## config.mk

```make
export PLATFORM = sky130hd
export DESIGN_NAME = ptpTrigCapture
export DESIGN_NICKNAME = d
export VERILOG_FILES = /design/src/rtl/ptpTrigPkg.sv /design/src/rtl/ptpTrigCtrl.sv /design/src/rtl/ptpTrigDp.sv /design/src/rtl/ptpTrigCapture.sv
export SDC_FILE = /design/constraint.sdc
export NUM_CORES = 1
export LEC_CHECK = 0
export BUFFER_PORTS_ARGS = -buffer_cell sky130_fd_sc_hd__buf_2
export CORE_MARGIN = 3
export CORE_UTILIZATION = 55
export DETAILED_ROUTE_END_ITERATION = 8
export PLACE_DENSITY = 0.77
export SYNTH_ARGS = -nofsm -noshare
export SYNTH_HDL_FRONTEND = slang
export SYNTH_SLANG_ARGS = --single-unit
```

## constraint.sdc

```tcl
create_clock -name clk -period 3.8 [get_ports clk]
set_input_delay 0.76 -clock clk [delete_from_list [all_inputs] [get_ports clk]]
set_output_delay 0.76 -clock clk [all_outputs]
set_load 0.01 [all_outputs]
```

## src/rtl/ptpTrigPkg.sv

```systemverilog
package ptpTrigPkg;
  localparam int TRIG_N       = 2;
  localparam int DATA_W       = 32;
  localparam int TIME_W       = 64;
  localparam int ADDR_W       = 3;
  localparam int TRIG_EVT_LSB = 24;
  localparam int CTRL_POL_LSB = 8;
  localparam int TS_BASE      = 3;

  typedef enum logic [ADDR_W-1:0] {
    REG_CTRL  = 3'd0,
    REG_EVENT = 3'd1,
    REG_MASK  = 3'd2
  } regAddrE;

  typedef struct packed {
    logic [TRIG_N-1:0] capture;
    logic              wrCtrl;
    logic              wrEvent;
    logic              wrMask;
    logic              rdEn;
    logic [ADDR_W-1:0] rdAddr;
  } strobeT;
endpackage

```

## src/rtl/ptpTrigCtrl.sv

```systemverilog
module ptpTrigCtrl
  import ptpTrigPkg::*;
#(
  parameter int SYNC_STAGES = 2
) (
  input  logic              clk,
  input  logic              rstN,
  input  logic [TRIG_N-1:0] trigIn,
  input  logic [TRIG_N-1:0] edgeFalling,
  input  logic              wrEn,
  input  logic              rdEn,
  input  logic [ADDR_W-1:0] addr,
  output strobeT            strobes
);
  logic [TRIG_N-1:0] capVec;

  for (genvar g = 0; g < TRIG_N; g++) begin : gTrig
    logic [SYNC_STAGES-1:0] shiftQ;
    logic                   prevQ;
    logic                   level;

    always_ff @(posedge clk) begin
      if (!rstN) begin
        shiftQ <= '0;
        prevQ  <= 1'b0;
      end else begin
        shiftQ <= {shiftQ[SYNC_STAGES-2:0], trigIn[g]};
        prevQ  <= shiftQ[SYNC_STAGES-1];
      end
    end

    assign level     = shiftQ[SYNC_STAGES-1];
    assign capVec[g] = edgeFalling[g] ? (prevQ & ~level) : (~prevQ & level);


    cap_single_chk: assert property (@(posedge clk) disable iff (!rstN)
      capVec[g] |=> !capVec[g]);
  end

  always_comb begin
    strobes         = '0;
    strobes.capture = capVec;
    strobes.wrCtrl  = wrEn && (addr == REG_CTRL);
    strobes.wrEvent = wrEn && (addr == REG_EVENT);
    strobes.wrMask  = wrEn && (addr == REG_MASK);
    strobes.rdEn    = rdEn;
    strobes.rdAddr  = addr;
  end
endmodule

```

## src/rtl/ptpTrigDp.sv

```systemverilog
module ptpTrigDp
  import ptpTrigPkg::*;
(
  input  logic              clk,
  input  logic              rstN,
  input  strobeT            strobes,
  input  logic [TIME_W-1:0] timeNow,
  input  logic [DATA_W-1:0] evtIn,
  input  logic [DATA_W-1:0] wrData,
  output logic [TRIG_N-1:0] edgeFalling,
  output logic [DATA_W-1:0] rdData,
  output logic              irq
);
  localparam logic [DATA_W-1:0] TRIG_BITS =
    DATA_W'(((1 << TRIG_N) - 1) << TRIG_EVT_LSB);

  logic [TRIG_N-1:0] polQ;
  logic [DATA_W-1:0] evtQ, maskQ, evtNext, trigEvt, clrMask, rdQ;
  logic [DATA_W-1:0] tsHiQ [TRIG_N];
  logic [DATA_W-1:0] tsLoQ [TRIG_N];
  logic [DATA_W-1:0] loShadowQ [TRIG_N];
  logic              irqQ;

  always_comb begin
    trigEvt = '0;
    for (int i = 0; i < TRIG_N; i++) trigEvt[TRIG_EVT_LSB+i] = strobes.capture[i];
    clrMask = strobes.wrEvent ? wrData : '0;
    evtNext = (evtQ & ~clrMask) | (evtIn & ~TRIG_BITS) | trigEvt;
  end

  always_ff @(posedge clk) begin
    if (!rstN) begin
      polQ  <= '0;
      evtQ  <= '0;
      maskQ <= '0;
      irqQ  <= 1'b0;
      for (int i = 0; i < TRIG_N; i++) begin
        tsHiQ[i] <= '0;
        tsLoQ[i] <= '0;
      end
    end else begin
      evtQ <= evtNext;
      irqQ <= |(evtQ & maskQ);
      if (strobes.wrMask) maskQ <= wrData;
      if (strobes.wrCtrl) polQ <= wrData[CTRL_POL_LSB +: TRIG_N];
      for (int i = 0; i < TRIG_N; i++) begin
        if (strobes.capture[i]) begin
          tsHiQ[i] <= timeNow[TIME_W-1:DATA_W];
          tsLoQ[i] <= timeNow[DATA_W-1:0];
        end
      end
    end
  end

  always_ff @(posedge clk) begin
    if (!rstN) begin
      rdQ <= '0;
      for (int i = 0; i < TRIG_N; i++) loShadowQ[i] <= '0;
    end else if (strobes.rdEn) begin
      rdQ <= '0;
      case (strobes.rdAddr)
        REG_CTRL:  rdQ[CTRL_POL_LSB +: TRIG_N] <= polQ;
        REG_EVENT: rdQ <= evtQ;
        REG_MASK:  rdQ <= maskQ;
        default: ;
      endcase
      for (int i = 0; i < TRIG_N; i++) begin
        if (strobes.rdAddr == ADDR_W'(TS_BASE + 2 * i)) begin
          rdQ          <= tsHiQ[i];
          loShadowQ[i] <= tsLoQ[i];
        end
        if (strobes.rdAddr == ADDR_W'(TS_BASE + 2 * i + 1)) rdQ <= loShadowQ[i];
      end
    end
  end

  assign edgeFalling = polQ;
  assign rdData      = rdQ;
  assign irq         = irqQ;


  ts_store_chk: assert property (@(posedge clk) disable iff (!rstN)
    strobes.capture[0] |=> ({tsHiQ[0], tsLoQ[0]} == $past(timeNow)));


  set_wins_chk: assert property (@(posedge clk) disable iff (!rstN)
    strobes.capture[0] |=> evtQ[TRIG_EVT_LSB]);


  w1c_clear_chk: assert property (@(posedge clk) disable iff (!rstN)
    (strobes.wrEvent && wrData[TRIG_EVT_LSB+1] && !strobes.capture[1])
      |=> !evtQ[TRIG_EVT_LSB+1]);


  masked_quiet_chk: assert property (@(posedge clk) disable iff (!rstN)
    (maskQ == '0) |=> !irqQ);
endmodule

```

## src/rtl/ptpTrigCapture.sv

```systemverilog
module ptpTrigCapture
  import ptpTrigPkg::*;
#(
  parameter int SYNC_STAGES = 2
) (
  input  logic              clk,
  input  logic              rstN,
  input  logic [TIME_W-1:0] timeNow,
  input  logic [TRIG_N-1:0] trigIn,
  input  logic [DATA_W-1:0] evtIn,
  input  logic              wrEn,
  input  logic              rdEn,
  input  logic [ADDR_W-1:0] addr,
  input  logic [DATA_W-1:0] wrData,
  output logic [DATA_W-1:0] rdData,
  output logic              irq
);
  strobeT            strobes;
  logic [TRIG_N-1:0] edgeFalling;

  ptpTrigCtrl #(.SYNC_STAGES(SYNC_STAGES)) u_ctrl (
    .clk(clk), .rstN(rstN), .trigIn(trigIn), .edgeFalling(edgeFalling),
    .wrEn(wrEn), .rdEn(rdEn), .addr(addr), .strobes(strobes)
  );

  ptpTrigDp u_dp (
    .clk(clk), .rstN(rstN), .strobes(strobes), .timeNow(timeNow),
    .evtIn(evtIn), .wrData(wrData), .edgeFalling(edgeFalling),
    .rdData(rdData), .irq(irq)
  );
endmodule

```

* After elaboration in Yosys (flattened, before gate mapping)
Memories as Yosys holds them, arrays and structs flattened. Index checks and enable logic that the tools add are counted.
Word-level totals: memories kept 3, word-level logic and storage cells 73, output and inout bits 33, input bits 137, bits in writable memories 192, bits in registers 105
Memories:
- u_dp.loShadowQ | depth 2, width 32, rd ports 2, clocked after Yosys merged registers in 0, write ports 2, RTL line ptpTrigDp.sv:21 | logic [DATA_W-1:0] loShadowQ [TRIG_N];
- u_dp.tsHiQ | depth 2, width 32, rd ports 2, clocked after Yosys merged registers in 0, write ports 2, RTL line ptpTrigDp.sv:19 | logic [DATA_W-1:0] tsHiQ [TRIG_N];
- u_dp.tsLoQ | depth 2, width 32, rd ports 2, clocked after Yosys merged registers in 0, write ports 2, RTL line ptpTrigDp.sv:20 | logic [DATA_W-1:0] tsLoQ [TRIG_N];
Operators by class: reductions and logical operators 5, bitwise operators 19, equality and inequality tests 6, muxes and demuxes 31
Operator list (number):
- 32-bit 2-to-1 mux | 11
- 32-bit AND | 2
- 22-bit one-hot mux with 2 select lines | 1
- 32-bit NOT | 1
- 32-bit by 26-bit OR with 32-bit output | 1
- 32-bit OR | 1
- 32-bit OR reduction | 1
- 1-bit 2-to-1 mux | 17
- 8-bit one-hot mux with 2 select lines | 1
- 3-bit == test (second input constant) | 3
- 3-bit by 2-bit == test with 1-bit output (second input constant) | 2
- 1-bit OR | 6
- 2-bit one-hot mux with 3 select lines | 1
- 1-bit AND | 4
- 1-bit NOT | 4
- 3-bit by 1-bit == test with 1-bit output (second input constant) | 1
- 1-bit logical AND | 3
- 3-bit zero test | 1

* Depth between registers and ports, before layout
Gate-level depths: netlist of run 1.
word-level depth 7, mapped depth 7, depth with buffers taken out 4

* Modules after synthesis
Synthesis of run 1 repeated with hierarchy kept, for this count alone.
Unflattened totals: cells, all modules 954, area total of the unflattened synthesis 12229.2 um^2
By module, submodules not included:
- ptpTrigDp | instances 1, sequential area each 7747.4 um^2, cells an instance 929, area each 11969.0 um^2
- ptpTrigCtrl | instances 1, sequential area each 120.1 um^2, cells an instance 25, area each 260.2 um^2

* Least setup slack after synthesis of run 1
No wires, ideal clock.
path type input to register, from input rstN, to memory u_dp.tsHiQ[0][0], enable pin, stages on the path 3, arrival time 2.351 ns, path slack 0.760 ns, data required time 3.110 ns, buffers on the path 2, library setup time 0.690 ns, path through clkbuf_1 -> clkbuf_1 -> nand2_1
RTL lines:
- start: declaration | RTL line ptpTrigCapture.sv:7 | input logic rstN,
- end: declaration | RTL line ptpTrigDp.sv:19

* Worst setup path after layout of run 1
from input addr[1], to register u_dp.rdQ[21], in the netlist u_dp.rdData[21]
Between the ends: longest elaborated chain between the ends 6, elaborated cells on any way between the ends 11, those cells by class eq/ne: 6; mux: 5
Ends and longest elaborated chain:
- start: declaration | RTL line ptpTrigCapture.sv:13 | input logic [ADDR_W-1:0] addr,
- 3-bit by 2-bit == test with 1-bit output or 3-bit by 1-bit == test with 1-bit output (tied branches) | RTL line ptpTrigDp.sv:61 | case (strobes.rdAddr)
- 22-bit one-hot mux with 2 select lines | RTL line ptpTrigDp.sv:61
- 32-bit 2-to-1 mux | RTL line ptpTrigDp.sv:68 | if (strobes.rdAddr == ADDR_W'(TS_BASE + 2 * i)) begin
- 32-bit 2-to-1 mux | RTL line ptpTrigDp.sv:72 | if (strobes.rdAddr == ADDR_W'(TS_BASE + 2 * i + 1)) rdQ <= loShadowQ[i];
- 32-bit 2-to-1 mux | RTL line ptpTrigDp.sv:68
- 32-bit 2-to-1 mux (*) | RTL line ptpTrigDp.sv:72
- end signal: assignment | RTL line ptpTrigDp.sv:64 | REG_MASK: rdQ <= maskQ;
- end signal: assignment | RTL line ptpTrigDp.sv:69 | rdQ <= tsHiQ[i];
- end signal: assignment | RTL line ptpTrigDp.sv:72
- end: declaration | RTL line ptpTrigDp.sv:18 | logic [DATA_W-1:0] evtQ, maskQ, evtNext, trigEvt, clrMask, rdQ;
Mark *: on every way between the ends. The rest lies on a longest branch, timed or not. A chain may end at the register's enable or synchronous reset.

==> flow_metrics.env, run 1 <==
export IMPL_tritoncts="built"
export IMPL_cts_sinks=297
export IMPL_postLayoutSetupSlackWorst_ps=1540
export IMPL_post_route_drc_count=0
export IMPL_clock_tree_htree_level_count=1
export IMPL_die_width_um=155
export IMPL_finalWorstPathRequiredPeriod_ps=2260
export IMPL_gp_routability_congestion=0.913
export IMPL_deepest_clock_path_buffer_count=3
export IMPL_synth_seq_cells=297
export IMPL_detailroute_via_count=8286
export IMPL_finalClockSkew_ps=10.7
export IMPL_hold_class="in -> reg"
export IMPL_wl_per_cell_um=19.7
export IMPL_fmax_ghz=0.443
export IMPL_power_per_standard_cell_area_nw_per_um2=505
export IMPL_finish_net_count=1311
export IMPL_cts_setup_buffers=0
export IMPL_worst_path_max_fanout=35
export IMPL_synth_common_cells="edfxtp_1, and2_1, nand2_1"
export IMPL_synth_edf_count=192
export IMPL_power_share_clock=0.416
export IMPL_numCtsBuffers=29
export IMPL_placeableCoreArea_um2=21900
export IMPL_layout_drive_gt1_share=0.228
export IMPL_fp_dieArea_um2=24200
export IMPL_worst_pin_slew_ps=867
export IMPL_finalHoldWorstSlack_ps=437
export IMPL_grt_first_pass_wirelength_um=43800
export IMPL_cts_root_buf="clkbuf_16"
export IMPL_routed_wirelength_um=29000
export IMPL_end_kind="flop"
export IMPL_run_status="finished clean"
export IMPL_ctsHoldBuffers=0
export IMPL_diode_count=0
export IMPL_postCtsResizedCells=0
export IMPL_synth_top_cell_area_share=0.469
export IMPL_p_sw_mw=1.54
export IMPL_swShare=0.213
export IMPL_seq_area_frac_synth=0.640
export IMPL_cp_arrival_ps=2650
export IMPL_endpoints_failing_setup=0
export IMPL_seq_power_share=0.511
export IMPL_drt_initial_drc_count=839
export IMPL_worst_endpoint_required_ps=4190
export IMPL_synth_top_flop_cell="edfxtp_1"
export IMPL_dpl_hpwl_um=20100
export IMPL_first_pass_iters=6
export IMPL_timing_setup_critical_path_class="in -> reg"
export IMPL_finalPower_mw=7.25
export IMPL_first_global_vias=7853
export IMPL_highest_signal_layer="met4"
export IMPL_drtAntennaViolNets=0
export IMPL_die_h_um=155
export IMPL_syn_area_per_cell_um2=12.0
export IMPL_number_of_antenna_violations_at_the_first_check_in_global_routing=0
export IMPL_synth_nets=1162
export IMPL_grt_setup_unrepaired="false"
export IMPL_synth_lib_cells_used_distinct=42
export IMPL_met3_length_um=2680
export IMPL_drt_vias_per_instance=5.61
export IMPL_setup_tns_ps=0
export IMPL_synthToLayoutAreaGrowth_pct=17.0
export IMPL_pwr_share_comb=0.073
export IMPL_clk_latency_ps=540
export IMPL_rows=54
export IMPL_fin_crit_sh=0.594
export IMPL_numPortBuffers=167
export IMPL_syn_area_um2=12300
export IMPL_cellLeakagePower_nw=5.56
export IMPL_synth_top_area_cell="edfxtp_1"
export IMPL_fillCellCount=1649
export IMPL_ios=170
export IMPL_max_cap_violations=0
export IMPL_maximum_number_of_pins_on_one_net_before_global_route_repair=74
export IMPL_track_usage=0.234
export IMPL_internal_power_mw=5.71
export IMPL_wl_met1_um=12000
export IMPL_clkTransAtPathRegs_ps=60
export IMPL_synth_warning_count=0
export IMPL_dp_worst_setup_slack_ps=1060
export IMPL_hold_viol=0
export IMPL_post_synth_inst_count=1025
export IMPL_grt_overflow=0
export IMPL_initial_core_utilization=0.561
export IMPL_critPathLaunchType="input port"
export IMPL_met2_length_um=13600
export IMPL_max_slew_violations=0
export IMPL_worst_ir_drop_vdd_mv=0.325
export IMPL_fin_util=0.656
export IMPL_asyncSetResetFlopFracSynth=0
export IMPL_slew_limit_headroom=0.422
export IMPL_synth_top_cells_by_area="edfxtp_1, dfxtp_1, and2_1"
export IMPL_yosysMostFrequentCell="edfxtp_1"
==> cell families (layout without fill, tap and decap cells) <==
family,after synthesis,after routing,synth area share
mux,42,42,0.0393
compound gates,234,234,0.129
simple gates,351,351,0.154
flops,297,297,0.640
xor+xnor,1,1,0.000713
buf+inv,100,271,0.0362
==> per-layer routing <==
layer	vias to the layer above	track usage
met3	53	0.0409
met2	387	0.377
li1	3931	-
met4	0	0.0638
met1	3915	0.331
met5	-	0
==> registers in the layout, summed over array words and instances (netlist names) <==
signal and count:
u_dp.rdData 32, u_dp.loShadowQ 64, u_dp.irq 1, u_dp.maskQ 32
u_dp.tsHiQ 64, u_dp.edgeFalling 2, u_ctrl.gTrig.shiftQ 4, u_dp.evtQ 32
u_dp.tsLoQ 64, u_ctrl.gTrig.prevQ 2
==> critical path, stage by stage <==
cell      delay, ps
buf_4           370
buf_4           410
mux2_2          370
a221oi_1        540
o31ai_1         160
==> worst paths after layout <==
check	depth (start not counted)	end	slack, ps	from
worst max register to register	5	u_dp.tsHiQ[0][59]$_DFFE_PP_	1710	u_dp.edgeFalling[1]$_SDFFE_PN0P_
worst min-delay path	2	u_ctrl.gTrig[0].shiftQ[0]$_SDFF_PN0_	440	trigIn[0]
worst min register to register	1	u_ctrl.gTrig[1].shiftQ[1]$_SDFF_PN0_	440	u_ctrl.gTrig[1].shiftQ[0]$_SDFF_PN0_
worst max-delay path	5	u_dp.rdData[21]$_SDFFE_PN0P_	1540	addr[1]
==> cells in the final DEF, fill, tap and decap left out, types with 21 or more instances in the layout <==
cell | netlist | layout
edfxtp_1 | 192 | 192
buf_2 | 16 | 166
and2_1 | 135 | 135
nand2_1 | 131 | 129
dfxtp_1 | 105 | 105
a21boi_0 | 60 | 60
o21ai_0 | 56 | 56
nor2b_1 | 39 | 37
a21oi_1 | 34 | 34
mux2_2 | 30 | 30
nand2b_1 | 29 | 29
clkbuf_16 | 0 | 29
inv_1 | 28 | 28
a221oi_1 | 27 | 27
o31ai_1 | 27 | 27
buf_4 | 0 | 21
==> final cells by class <==
type,instances,area [µm²],share of cell area
clock buffers,41,801,0.0557
well taps,280,350,0.0244
flip-flops and latches,297,7870,0.547
repair buffers,190,1050,0.0730
inverters,28,105,0.00731
multi-input cells,628,3990,0.278
clock inverters,12,209,0.0145
==> stage by stage <==
| step | instance area [µm²] | instances |
|---|---|---|
| detailed placement | 13400 | 1423 |
| finish | 14400 | 1476 |
| floorplan | 12300 | 1025 |
| global placement | 13400 | 1423 |
| global route | 14400 | 1476 |
| CTS | 14400 | 1476 |
==> power groups by stage <==
| stage | Combinational (mW) | Sequential [mW] | Clock [mW] |
|---|---|---|---|
| 3_3_place_gp | 0.515 | 3.77 | 0 |
| 5_1_grt | 0.578 | 3.72 | 3.17 |
| 2_1_floorplan | 0.302 | 3.75 | 0 |
| 3_5_place_dp | 0.524 | 3.77 | 0 |
| 4_1_cts | 0.528 | 3.71 | 3.05 |
| 6_report | 0.527 | 3.71 | 3.02 |
(Power assumes the default switching activity.)
==> run 2: changes to the inputs <==
==> constraint.sdc (replaced) <==
create_clock -name clk -period 2.3 [get_ports clk]
set_input_delay 0.46 -clock clk [delete_from_list [all_inputs] [get_ports clk]]
set_output_delay 0.46 -clock clk [all_outputs]
set_load 0.01 [all_outputs]
==> flow_metrics.env, run 2 (synthesis results as in run 1) <==
export IMPL_postCtsResizedCells=0
export IMPL_biggestRegsByFlops="u_dp.loShadowQ (64), u_dp.tsHiQ (64), u_dp.tsLoQ (64)"
export IMPL_mostFrequentLayoutCells="edfxtp_1, buf_2, and2_1"
export IMPL_max_cap_violations=0
export IMPL_fp_dieArea_um2=24200
export IMPL_maximum_number_of_pins_on_one_net_before_global_route_repair=65
export IMPL_fillCellCount=1677
export IMPL_synthToLayoutAreaGrowth_pct=17.6
export IMPL_gp_routability_congestion=0.876
export IMPL_worstPathCellList="nor3b_1 > a21oi_1 > nand2_2 > buf_12"
export IMPL_power_per_standard_cell_area_nw_per_um2=813
export IMPL_numCtsBuffers=29
export IMPL_layout_drive_gt1_share=0.236
export IMPL_hold_viol=0
export IMPL_ios=170
export IMPL_wl_per_cell_um=19.7
export IMPL_die_width_um=155
export IMPL_numPortBuffers=167
export IMPL_dpl_hpwl_um=19900
export IMPL_diode_count=0
export IMPL_placeableCoreArea_um2=21900
export IMPL_number_of_antenna_violations_at_the_first_check_in_global_routing=0
export IMPL_fin_area_um2=14500
export IMPL_postLayoutSetupSlackWorst_ps=428
export IMPL_cts_root_buf="clkbuf_16"
export IMPL_die_h_um=155
export IMPL_multiInputGateArea_um2=3990
export IMPL_fin_util=0.660
export IMPL_first_global_vias=7968
export IMPL_run_status="finished clean"
export IMPL_timing_critical_path_buf_inv=1
export IMPL_finish_net_count=1321
export IMPL_grt_first_pass_wirelength_um=44800
export IMPL_clock_tree_htree_level_count=1
export IMPL_dp_worst_setup_slack_ps=241
export IMPL_deepest_clock_path_buffer_count=3
export IMPL_end_kind="flop"
export IMPL_finalWorstPathRequiredPeriod_ps=1870
export IMPL_drt_initial_drc_count=844
export IMPL_first_pass_iters=5
export IMPL_worst_endpoint_required_ps=2550
export IMPL_initial_core_utilization=0.561
export IMPL_critical_path_slowest_cell="a21oi_1"
export IMPL_placed_cells_incl_taps=1433
export IMPL_rows=54
export IMPL_fmax_ghz=0.534
export IMPL_cellLeakagePower_nw=5.59
export IMPL_grt_setup_unrepaired="false"
export IMPL_area_sequential_um2=7870
export IMPL_ctsHoldBuffers=0
export IMPL_post_route_drc_count=0
export IMPL_drt_vias_per_instance=5.52
export IMPL_timing_setup_critical_path_class="reg -> reg"
export IMPL_track_usage=0.238
export IMPL_tritoncts="built"
export IMPL_finalHoldWorstSlack_ps=136
export IMPL_placedInstanceArea_um2=13500
export IMPL_cts_sinks=297
export IMPL_slew_limit_headroom=0.529
export IMPL_cts_setup_buffers=0
export IMPL_min_delay_path_depth=2
export IMPL_worst_ir_drop_vdd_mv=0.490
export IMPL_cp_arrival_ps=2120
export IMPL_drtAntennaViolNets=0
export IMPL_fin_crit_sh=0.814
export IMPL_critical_path_top_delay_family="compound AO/OA/AOI/OAI gates"
export IMPL_routed_wirelength_um=29200
export IMPL_hold_class="in -> reg"
export IMPL_layout_cells_non_filler=1487
export IMPL_grt_overflow=0
export IMPL_worst_pin_slew_ps=707
export IMPL_rr_worst_depth=4
export IMPL_clkTransAtPathRegs_ps=60
export IMPL_max_slew_violations=0
export IMPL_finalPower_mw=11.7
export IMPL_critPathLaunchType="flop"
export IMPL_most_frequent_standard_cell_in_the_layout_excluding_fill_and_tap_cells="edfxtp_1"
export IMPL_setup_tns_ps=0
export IMPL_finalClockSkew_ps=17.4
export IMPL_max_stage_delay_ps=440
export IMPL_clk_latency_ps=560
export IMPL_path_depth=4
export IMPL_worst_path_max_fanout=56
export IMPL_endpoints_failing_setup=0
export IMPL_detailroute_via_count=8212
-- run 2: cell count changes in the layout (fill, tap and decap cells not counted), sizes merged --
cell	delta
inv	+1
clkinv	-1
clkbuf	+2
buf	+10
clkinvlp	+3
bufinv	-4
-- run 2: layout make-up --
class,count,share of cell area
clock buffer,43,0.0580
clock inverter,11,0.00874
inverter,28,0.00727
multi-input combinational,628,0.276
sequential,297,0.544
tap,280,0.0242
timing repair buffer,200,0.0812
-- run 2: power by group --
| part | switching, mW | total [mW] | internal (mW) |
|---|---|---|---|
| sequential | 0.141 | 6.13 | 5.99 |
| clock | 1.97 | 4.73 | 2.76 |
| combinational | 0.512 | 0.889 | 0.377 |
-- run 2: path summary, 6_finish.rpt --
check	from	to	slack (ps)
worst min register to register	u_ctrl.gTrig[1].shiftQ[0]$_SDFF_PN0_	u_ctrl.gTrig[1].shiftQ[1]$_SDFF_PN0_	450
worst min-delay path	trigIn[0]	u_ctrl.gTrig[0].shiftQ[0]$_SDFF_PN0_	140
worst max-delay path	u_dp.edgeFalling[1]$_SDFFE_PN0P_	u_dp.tsHiQ[0][36]$_DFFE_PP_	430
worst max register to register	u_dp.edgeFalling[1]$_SDFFE_PN0P_	u_dp.tsHiQ[0][36]$_DFFE_PP_	430
-- run 2: layer usage --
metal | GRT usage | vias to the layer above | routed length, µm
met3 | 0.0381 | 59 | 2080
li1 | - | 3953 | -
met4 | 0.0692 | 0 | 921
met1 | 0.338 | 3890 | 12500
met5 | 0 | - | 0
met2 | 0.381 | 310 | 13700
==> run 3: changes to the inputs <==
--- a/config.mk
+++ b/config.mk
@@ -7,9 +7,9 @@
 export LEC_CHECK = 0
 export BUFFER_PORTS_ARGS = -buffer_cell sky130_fd_sc_hd__buf_2
 export CORE_MARGIN = 3
-export CORE_UTILIZATION = 55
+export CORE_UTILIZATION = 52
 export DETAILED_ROUTE_END_ITERATION = 8
-export PLACE_DENSITY = 0.77
+export PLACE_DENSITY = 0.76
 export SYNTH_ARGS = -nofsm -noshare
 export SYNTH_HDL_FRONTEND = slang
 export SYNTH_SLANG_ARGS = --single-unit
==> constraint.sdc (replaced) <==
create_clock -name clk -period 1.5 [get_ports clk]
set_input_delay 0.3 -clock clk [delete_from_list [all_inputs] [get_ports clk]]
set_output_delay 0.3 -clock clk [all_outputs]
set_load 0.01 [all_outputs]
==> flow_metrics.env, run 3 (synthesis results as in run 1) <==
export IMPL_grt_overflow=0
export IMPL_grtUsageMet1=0.345
export IMPL_diode_count=0
export IMPL_wl_per_cell_um=20.4
export IMPL_die_width_um=160
export IMPL_cts_sinks=297
export IMPL_finalClockSkew_ps=14.1
export IMPL_initial_core_utilization=0.536
export IMPL_grt_use_met2=0.392
export IMPL_detailroute_via_count=8708
export IMPL_fin_util=0.690
export IMPL_setup_tns_ps=-131
export IMPL_timing_rr_start="u_dp.edgeFalling[0]$_SDFFE_PN0P_"
export IMPL_worst_pin_slew_ps=1020
export IMPL_critical_path_slowest_cell="dfxtp_1"
export IMPL_slew_limit_headroom=0.318
export IMPL_post_route_drc_count=0
export IMPL_first_pass_iters=5
export IMPL_endpoints_failing_setup=22
export IMPL_fp_dieArea_um2=25500
export IMPL_drt_initial_drc_count=908
export IMPL_track_usage=0.246
export IMPL_whs_endpoint="u_dp.maskQ[6]$_SDFFE_PN0P_"
export IMPL_worst_endpoint_required_ps=1800
export IMPL_hold_viol=0
export IMPL_numPortBuffers=167
export IMPL_tritoncts="built"
export IMPL_hp_start="wrData[6]"
export IMPL_max_stage_delay_ps=320
export IMPL_drt_vias_per_instance=5.43
export IMPL_die_h_um=160
export IMPL_finalWorstPathRequiredPeriod_ps=1510
export IMPL_finish_net_count=1405
export IMPL_end_kind="flop"
export IMPL_first_global_vias=8566
export IMPL_placeableCoreArea_um2=22900
export IMPL_routed_wirelength_um=32800
export IMPL_clock_tree_htree_level_count=1
export IMPL_clkTransAtPathRegs_ps=60
export IMPL_rr_worst_depth=6
export IMPL_gp_routability_congestion=0.959
export IMPL_power_per_standard_cell_area_nw_per_um2=1210
export IMPL_postLayoutSetupSlackWorst_ps=-13.3
export IMPL_worst_r2r_endpoint="u_dp.tsLoQ[0][62]$_DFFE_PP_"
export IMPL_maximum_number_of_pins_on_one_net_before_global_route_repair=65
export IMPL_fillCellCount=1573
export IMPL_cts_root_buf="clkbuf_16"
export IMPL_max_cap_violations=0
export IMPL_run_status="finished with violations"
export IMPL_mostFrequentLayoutCells="edfxtp_1, buf_2, nand2_1"
export IMPL_worst_ir_drop_vdd_mv=0.799
export IMPL_biggestRegsByFlops="u_dp.loShadowQ (64), u_dp.tsHiQ (64), u_dp.tsLoQ (64)"
export IMPL_fin_area_um2=15800
export IMPL_dpl_hpwl_um=22700
export IMPL_ios=170
export IMPL_multiInputGateArea_um2=4210
export IMPL_critPathLaunchType="flop"
export IMPL_rows=55
export IMPL_most_frequent_standard_cell_in_the_layout_excluding_fill_and_tap_cells="edfxtp_1"
export IMPL_cellLeakagePower_nw=6.24
export IMPL_grt_setup_unrepaired="true"
export IMPL_grt_busiest_layer="met2"
export IMPL_drtAntennaViolNets=0
export IMPL_worstPathCellList="buf_4 > a21oi_2 > a21boi_4 > buf_12 > clkbuf_16 > and2_1"
export IMPL_numCtsBuffers=30
export IMPL_min_delay_path_depth=3
export IMPL_timing_setup_critical_path_class="reg -> reg"
export IMPL_rrSetupSlack_ps=-10
export IMPL_number_of_antenna_violations_at_the_first_check_in_global_routing=0
export IMPL_clk_latency_ps=550
export IMPL_failed_checks="setup timing"
export IMPL_layout_drive_gt1_share=0.311
export IMPL_fin_crit_sh=1.01
export IMPL_worst_path_max_fanout=7
export IMPL_area_sequential_um2=7870
export IMPL_cp_arrival_ps=1810
export IMPL_finalHoldWorstSlack_ps=13.5
export IMPL_grt_first_pass_wirelength_um=49200
export IMPL_fmax_ghz=0.661
export IMPL_max_slew_violations=0
export IMPL_placedInstanceArea_um2=14100
export IMPL_hold_class="in -> reg"
export IMPL_synthToLayoutAreaGrowth_pct=28.7
export IMPL_deepest_clock_path_buffer_count=3
export IMPL_met3_usage=0.0454
[run 3: how the worst max path moves through the flow]
stage | start | depth (start not counted) | end
2_1_floorplan | addr[2] | 5 | u_dp.loShadowQ[0][0]$_SDFFCE_PN0P_
3_3_place_gp | addr[1] | 4 | u_dp.loShadowQ[0][22]$_SDFFCE_PN0P_
3_5_place_dp | addr[1] | 4 | u_dp.loShadowQ[0][60]$_SDFFCE_PN0P_
4_1_cts | u_ctrl.gTrig[0].shiftQ[1]$_SDFF_PN0_ | 5 | u_dp.tsHiQ[0][58]$_DFFE_PP_
5_1_grt | u_ctrl.gTrig[1].prevQ$_SDFF_PN0_ | 6 | u_dp.tsHiQ[0][29]$_DFFE_PP_
6_report | u_dp.edgeFalling[0]$_SDFFE_PN0P_ | 6 | u_dp.tsLoQ[0][62]$_DFFE_PP_
[run 3: critical path: cells and delay by family (launching register included)]
family | cells | cell delay [ps]
AO/OA/AOI/OAI | 2 | 320
AND/OR/NAND/NOR | 1 | 160
buffers and inverters | 3 | 470
flip-flops | 1 | 320
[run 3: area by class of cell]
| type | instances | share of cell area |
|---|---|---|
| inverter | 28 | 0.00665 |
| clock inverter | 15 | 0.0116 |
| clock buffer | 41 | 0.0568 |
| multi-input combinational | 628 | 0.266 |
| tap | 313 | 0.0248 |
| sequential | 297 | 0.498 |
| timing repair buffer | 283 | 0.136 |
[run 3: timing repair]
action                                  4_1_cts  5_1_grt
cloned                                        0        2
hold buffers                                 38        0
endpoints found under the setup margin       90      106
buffers inserted                              0        2
resized for setup                             6       67
pin swaps                                     1       34
hold endpoints to repair                     38        0
[run 3: where the power goes]
part	total [mW]	leakage [nW]	internal, mW	switching (mW)
sequential	9.41	2.86	9.18	0.229
combinational	1.73	2.85	0.845	0.888
clock	7.98	0.529	4.88	3.10
total	19.1	6.24	14.9	4.22
[run 3: layer usage]
metal | part of all wire | routed length, µm | up-vias
met1 | 0.43 | 14000 | 4162
met3 | 0.076 | 2490 | 59
met5 | 0 | 0 | -
li1 | - | - | 4119
met2 | 0.46 | 15200 | 368
met4 | 0.031 | 1020 | 0
[run 3: per-stage QoR]
| step | setup slack (ps) | instances | total power, mW |
|---|---|---|---|
| after floorplan | -16.2 | 1025 | 10.3 |
| after CTS | 14.9 | 1602 | 19.1 |
| after detailed placement | -381 | 1508 | 11.1 |
| final | -13.3 | 1605 | 19.1 |
| after global routing | -57.3 | 1605 | 19.7 |
| after global placement | -291 | 1508 | 11.1 |
